<file path="src/rtl/spi_regbank_pkg.sv">
package spi_regbank_pkg;

  localparam int unsigned DATA_W     = 32;
  localparam int unsigned MAX_CS     = 5;
  localparam int unsigned IDX_CONF   = 0;
  localparam int unsigned IDX_ADRW   = 1;
  localparam int unsigned IDX_INTR   = 2;
  localparam int unsigned IDX_CTRL0  = 4;
  localparam int unsigned BIT_HOLD   = 2;
  localparam int unsigned BIT_WREN0  = 16;
  localparam int unsigned SLOT_IDX_W = 3;

  localparam logic [DATA_W-1:0] INTR_VALUE = 32'h0000_0800;
  localparam logic [DATA_W-1:0] CTRL_RESET = 32'h0000_0004;

  typedef enum logic [1:0] {
    MODE_READ  = 2'd0,
    MODE_FAST  = 2'd1,
    MODE_WRITE = 2'd2,
    MODE_USER  = 2'd3
  } cmd_mode_e;

  typedef struct packed {
    logic conf;
    logic adrw;
    logic intr;
    logic ctrl;
    logic oob;
  } reg_sel_t;

endpackage

</file>
<file path="src/rtl/spi_regbank_decode.sv">
module spi_regbank_decode
  import spi_regbank_pkg::*;
#(
  parameter int unsigned ADDR_W    = 8,
  parameter int unsigned REG_WORDS = 40,
  parameter int unsigned CS_N      = 3
) (
  input  logic [ADDR_W-1:0]     addr_i,
  output reg_sel_t              sel_o,
  output logic [SLOT_IDX_W-1:0] slot_o
);

  logic [31:0] idx;
  logic [31:0] rel;

  assign idx = 32'(addr_i);
  assign rel = idx - IDX_CTRL0;

  always_comb begin
    sel_o  = '0;
    slot_o = '0;
    if (idx >= REG_WORDS) begin
      sel_o.oob = 1'b1;
    end else if (idx == IDX_CONF) begin
      sel_o.conf = 1'b1;
    end else if (idx == IDX_ADRW) begin
      sel_o.adrw = 1'b1;
    end else if (idx == IDX_INTR) begin
      sel_o.intr = 1'b1;
    end else if (idx >= IDX_CTRL0 && rel < CS_N) begin
      sel_o.ctrl = 1'b1;
      slot_o     = rel[SLOT_IDX_W-1:0];
    end
  end

endmodule

</file>
<file path="src/rtl/spi_regbank_cs_slot.sv">
module spi_regbank_cs_slot
  import spi_regbank_pkg::*;
(
  input  logic              clk_i,
  input  logic              rst_ni,
  input  logic              we_i,
  input  logic [DATA_W-1:0] wdata_i,
  output logic [DATA_W-1:0] value_o,
  output logic              hold_o,
  output cmd_mode_e         mode_o
);

  logic [DATA_W-1:0] ctrl_q;

  always_ff @(posedge clk_i or negedge rst_ni) begin
    if (!rst_ni) begin
      ctrl_q <= CTRL_RESET;
    end else if (we_i) begin
      ctrl_q <= wdata_i;
    end
  end

  assign value_o = ctrl_q;
  assign hold_o  = ctrl_q[BIT_HOLD];
  assign mode_o  = cmd_mode_e'(ctrl_q[1:0]);

endmodule

</file>
<file path="src/rtl/spi_flash_regbank.sv">
module spi_flash_regbank
  import spi_regbank_pkg::*;
#(
  parameter int unsigned NUM_CS    = 3,
  parameter int unsigned ADDR_W    = 8,
  parameter int unsigned REG_WORDS = 40
) (
  input  logic                  clk_i,
  input  logic                  rst_ni,
  input  logic                  req_i,
  input  logic                  we_i,
  input  logic [ADDR_W-1:0]     addr_i,
  input  logic [DATA_W-1:0]     wdata_i,
  output logic [DATA_W-1:0]     rdata_o,
  output logic                  err_o,
  output logic [NUM_CS-1:0]     cs_no,
  output logic [2*NUM_CS-1:0]   mode_o,
  output logic [NUM_CS-1:0]     wr_en_o
);

  localparam int unsigned CS_N = (NUM_CS > MAX_CS) ? MAX_CS : NUM_CS;

  reg_sel_t              sel;
  logic [SLOT_IDX_W-1:0] slot;
  logic                  wr_acc;
  logic                  rd_acc;
  logic [DATA_W-1:0]     conf_q;
  logic [DATA_W-1:0]     adrw_q;
  logic [DATA_W-1:0]     slot_val [NUM_CS];
  logic [DATA_W-1:0]     rd_val;

  assign wr_acc = req_i & we_i;
  assign rd_acc = req_i & ~we_i;

  spi_regbank_decode #(
    .ADDR_W    (ADDR_W),
    .REG_WORDS (REG_WORDS),
    .CS_N      (CS_N)
  ) u_decode (
    .addr_i (addr_i),
    .sel_o  (sel),
    .slot_o (slot)
  );

  always_ff @(posedge clk_i or negedge rst_ni) begin
    if (!rst_ni) begin
      conf_q <= '0;
      adrw_q <= '0;
    end else begin
      if (wr_acc && sel.conf) conf_q <= wdata_i;
      if (wr_acc && sel.adrw) adrw_q <= wdata_i;
    end
  end

  for (genvar g = 0; g < NUM_CS; g++) begin : g_cs
    if (g < CS_N) begin : g_impl
      cmd_mode_e m;
      logic      hold;
      spi_regbank_cs_slot u_slot (
        .clk_i   (clk_i),
        .rst_ni  (rst_ni),
        .we_i    (wr_acc && sel.ctrl && (slot == SLOT_IDX_W'(g))),
        .wdata_i (wdata_i),
        .value_o (slot_val[g]),
        .hold_o  (hold),
        .mode_o  (m)
      );
      assign cs_no[g]       = hold;
      assign mode_o[2*g+:2] = m;
      assign wr_en_o[g]     = conf_q[BIT_WREN0+g];
    end else begin : g_none
      assign slot_val[g]    = '0;
      assign cs_no[g]       = 1'b1;
      assign mode_o[2*g+:2] = MODE_READ;
      assign wr_en_o[g]     = 1'b0;
    end
  end

  always_comb begin
    rd_val = '0;
    if (sel.conf) rd_val = conf_q;
    if (sel.adrw) rd_val = adrw_q;
    if (sel.intr) rd_val = INTR_VALUE;
    if (sel.ctrl) begin
      for (int i = 0; i < NUM_CS; i++) begin
        if (slot == SLOT_IDX_W'(i)) rd_val = slot_val[i];
      end
    end
  end

  always_ff @(posedge clk_i or negedge rst_ni) begin
    if (!rst_ni) begin
      rdata_o <= '0;
      err_o   <= 1'b0;
    end else begin
      if (rd_acc) rdata_o <= rd_val;
      err_o <= req_i & sel.oob;
    end
  end

endmodule

</file>
<file path="config.mk">
export PLATFORM = sky130hd
export DESIGN_NAME = spi_flash_regbank
export DESIGN_NICKNAME = d
export VERILOG_FILES = /design/src/rtl/spi_regbank_pkg.sv /design/src/rtl/spi_regbank_decode.sv /design/src/rtl/spi_regbank_cs_slot.sv /design/src/rtl/spi_flash_regbank.sv
export SDC_FILE = /design/constraint.sdc
export NUM_CORES = 1
export LEC_CHECK = 0
export CAP_MARGIN = 20
export CORE_ASPECT_RATIO = 0.75
export CORE_UTILIZATION = 45
export DETAILED_ROUTE_END_ITERATION = 6
export PLACE_DENSITY = 0.71
export SYNTH_ARGS = -nofsm -noshare
export SYNTH_HDL_FRONTEND = slang
export SYNTH_SLANG_ARGS = --single-unit
</file>
<file path="constraint.sdc">
create_clock -name clk_i -period 1.4 [get_ports clk_i]
set_input_delay 0.28 -clock clk_i [delete_from_list [all_inputs] [get_ports clk_i]]
set_output_delay 0.28 -clock clk_i [all_outputs]
set_load 0.01 [all_outputs]
</file>
==> results.json <==
{
  "status": "finished, violations left",
  "failed_checks": "setup timing",
  "final_layout_size_suffix_gt1_share_pct": 48.8,
  "yosys.area_share.simple_pct": 3.42,
  "regToRegEndpoint": "rdata_o[14]$_DFFE_PN0P_",
  "yosysWarningCount": 0,
  "rows": 43,
  "async_reset_ff_share_pct": 100,
  "period_share_pct": 116,
  "max_clock_buf_depth": 2,
  "synthAdderAreaFrac_pct": 0,
  "critical_path.startpoint_type": "input port",
  "yosys.area_share.xor_xnor_pct": 0,
  "top_post_synthesis_cells_by_area": "sky130_fd_sc_hd__dfrtp_1, sky130_fd_sc_hd__mux2_2, sky130_fd_sc_hd__mux2_1",
  "synth_fp_nets": 653,
  "synth-compound-area-share_pct": 5.70,
  "drt-total-wl_mm": 23.1,
  "whs_path_depth": 3,
  "crit-reg2reg-launch": "adrw_q[14]$_DFFE_PN0P_",
  "cts_htree_levels": 4,
  "detail_route.first_pass.iterations": 4,
  "final_max_slew_viol_count": 0,
  "worst-endpoint-required_ps": 1710,
  "initialDrtViolationCount": 389,
  "synth_sequential_area_ratio_pct": 56.8,
  "synth_top_area_share_pct": 55.8,
  "arrival_ps": 1940,
  "worstMarginPinSlew_ps": 422,
  "globalRouteTotalUtil_pct": 25.1,
  "core_region_area_um2": 18500,
  "finalHoldViolations": 0,
  "post_drt_via_cell_ratio": 5.59,
  "final_core_area_utilization_pct": 64.5,
  "synth_register_bits": 193,
  "vdd.ir_drop.worst_uv": 835,
  "residual_antenna_violating_net_count_after_detailed_routing": 0,
  "timing.hold.worst.start": "addr_i[4]",
  "fp.dieH_um": 121,
  "dpl.hpwl_mm": 13.3,
  "main_combinational_cell_family_by_area_after_synthesis": "multiplexers",
  "yosysMostFrequentCell": "sky130_fd_sc_hd__dfrtp_1",
  "post_synth_most_frequent_cells": "sky130_fd_sc_hd__dfrtp_1, sky130_fd_sc_hd__mux2_2, sky130_fd_sc_hd__mux2_1, sky130_fd_sc_hd__mux2i_1, sky130_fd_sc_hd__buf_2",
  "num_vias": 5660,
  "library_cells_used_by_synthesis": 33,
  "clk_pin_slew_worst_paths_ps": 70,
  "ys.flop_type": "sky130_fd_sc_hd__dfrtp_1",
  "postLayoutSetupSlackWorst_ps": -220,
  "synth_largest_area_cell": "sky130_fd_sc_hd__dfrtp_1",
  "die_w_um": 161,
  "design.die.area_um2": 19500,
  "cts_tree": "done",
  "worstPathMaxFanout": 10,
  "area_growth_syn_to_layout_pct": 40.3,
  "wire_length_of_the_first_global_routing_pass_mm": 36.7,
  "via_count_of_the_first_global_routing_pass": 6146,
  "final.min_clock_period_ps": 1620,
  "worst_skew_pair.late_latency_ps": 430,
  "final_nets": 797,
  "preCtsSetupSlack_ps": -1080,
  "worstHoldPathType": "input port to register",
  "critical_path_class": "input port to register",
  "port-buffer-count": 88,
  "cts_root_buffer_type": "sky130_fd_sc_hd__clkbuf_16",
  "p_leak_nw": 5.80,
  "synthesis.area_per_instance_um2": 14.0,
  "setup_repair_after_global_routing_missed_its_margin": "yes",
  "design.portCount": 89,
  "clock-skew-final_ps": 7.55,
  "place.gp.congestion": 0.765,
  "worstRegToRegCells": 4,
  "synth_mux_area_share_pct": 30.8,
  "clock_sinks": 193,
  "remaining_drc_errors": 0,
  "min_delay_worst_endpoint": "err_o$_DFF_PN0_",
  "design_power_total_mw": 12.0,
  "tritoncts.num_buffers": 17,
  "grt_start_max_net_pins": 49,
  "timing.max_cap.violations": 0,
  "initial_core_util_pct": 46.0,
  "drt-wirelength-per-cell_um": 22.8,
  "mappedNetlistArea_um2": 8520,
  "fin_tns_setup_ps": -27030,
  "antenna_found_initial": 1,
  "hold_slack_ps": 284,
  "power.density_cell_area_nw_per_um2": 1000,
  "synth_enable_flop_cells": 0,
  "max_clock_freq_mhz": 617,
  "setup_viol": 183,
  "reg2reg_setup_slack_ps": 200,
  "grt_overflow_total": 0,
  "number_of_standard_cells_after_synthesis": 609,
  "timing.critical_path.to_type": "register",
  "worst_slew_margin_rel_pct": 71.7
}
how the worst max path moves through the flow:
| stage | from | end | slack, ps | depth (start not counted) |
|---|---|---|---|---|
| after floorplan | addr_i[3] | g_cs[0].g_impl.u_slot.value_o[1]$_DFFE_PN0P_ | -360 | 5 |
| after global placement | addr_i[3] | adrw_q[20]$_DFFE_PN0P_ | -1020 | 6 |
| after detailed placement | addr_i[4] | adrw_q[19]$_DFFE_PN0P_ | -1080 | 6 |
| after CTS | addr_i[3] | g_cs[1].g_impl.u_slot.value_o[18]$_DFFE_PN0P_ | -220 | 10 |
| after global routing | addr_i[4] | g_cs[0].g_impl.u_slot.value_o[6]$_DFFE_PN0P_ | -260 | 8 |
| final | addr_i[1] | g_cs[0].g_impl.u_slot.value_o[25]$_DFFE_PN0P_ | -220 | 7 |
logic make-up (layout without fill, tap and decap cells):
logic type	count (synthesis)	count (layout)
AND/OR/NAND/NOR	54	54
other	0	1
flip-flops	193	193
AO/OA/AOI/OAI	70	70
buffers and inverters	54	209
multiplexers	238	238
area by class of cell:
| type | count | area, µm² |
|---|---|---|
| flip-flops and latches | 193 | 4830 |
| multi-input cells | 362 | 4170 |
| clock buffers | 18 | 429 |
| inverters | 3 | 11.3 |
| well taps | 247 | 309 |
| diodes | 1 | 2.50 |
| fillers | 1296 | 6560 |
| clock inverters | 12 | 208 |
| repair buffers | 176 | 1980 |
layer usage:
layer	up-vias	track usage [%]	wire (µm)
li1	2494	-	-
met1	2999	34.2	9960
met2	148	40.4	11400
met3	19	4.99	1390
met4	0	8.14	265
met5	-	0	0
metrics by stage:
stage / instances / cell area (µm²)
after floorplan: 609 / 8940
after global placement: 941 / 10400
after detailed placement: 941 / 10400
after CTS: 1008 / 11900
after global routing: 1011 / 11900
final: 1012 / 11900
repair_timing:
action	4_1_cts	5_1_grt
resized for setup	223	50
hold buffers	1	0
pin swaps	12	14
endpoints found under the hold margin	30	0
gates cloned	9	1
buffers inserted	27	8
endpoints found under the setup margin	237	213
cell usage in the layout, fill, tap and decap left out, drive strengths merged, types with 2 or more instances in the layout:
cell           count
dfstp              3
dfrtp            190
nor2              20
or3                2
mux2             190
bufinv             5
a22oi             15
clkinvlp           2
nand2             18
clkbuf            26
inv                5
nor4               3
nor3               2
o221ai            16
mux2i             48
clkinv             3
buf               93
clkdlybuf4s50     32
clkdlybuf4s15     30
dlygate4sd2       12
o21ai             16
a21oi             17
nand3              4
where the power goes:
group	switching [mW]	total (mW)	internal, mW
logic	0.457	0.887	0.430
clock network	2.16	5.33	3.17
registers	0.0641	5.75	5.68
flip-flops by register name (all words and copies together), names as in the netlist:
name	cells
err_o	1
rdata_o	32
g_cs.g_impl.u_slot.value_o	96
adrw_q	32
conf_q	32
critical path, cell delays in order:
cell and delay (ps):
sky130_fd_sc_hd__clkdlybuf4s15_1 270, sky130_fd_sc_hd__buf_4 200, sky130_fd_sc_hd__buf_4 160, sky130_fd_sc_hd__nor4_4 320
sky130_fd_sc_hd__buf_6 200, sky130_fd_sc_hd__buf_12 160, sky130_fd_sc_hd__mux2_2 340
Note: power is estimated with default switching activity, not from simulation.
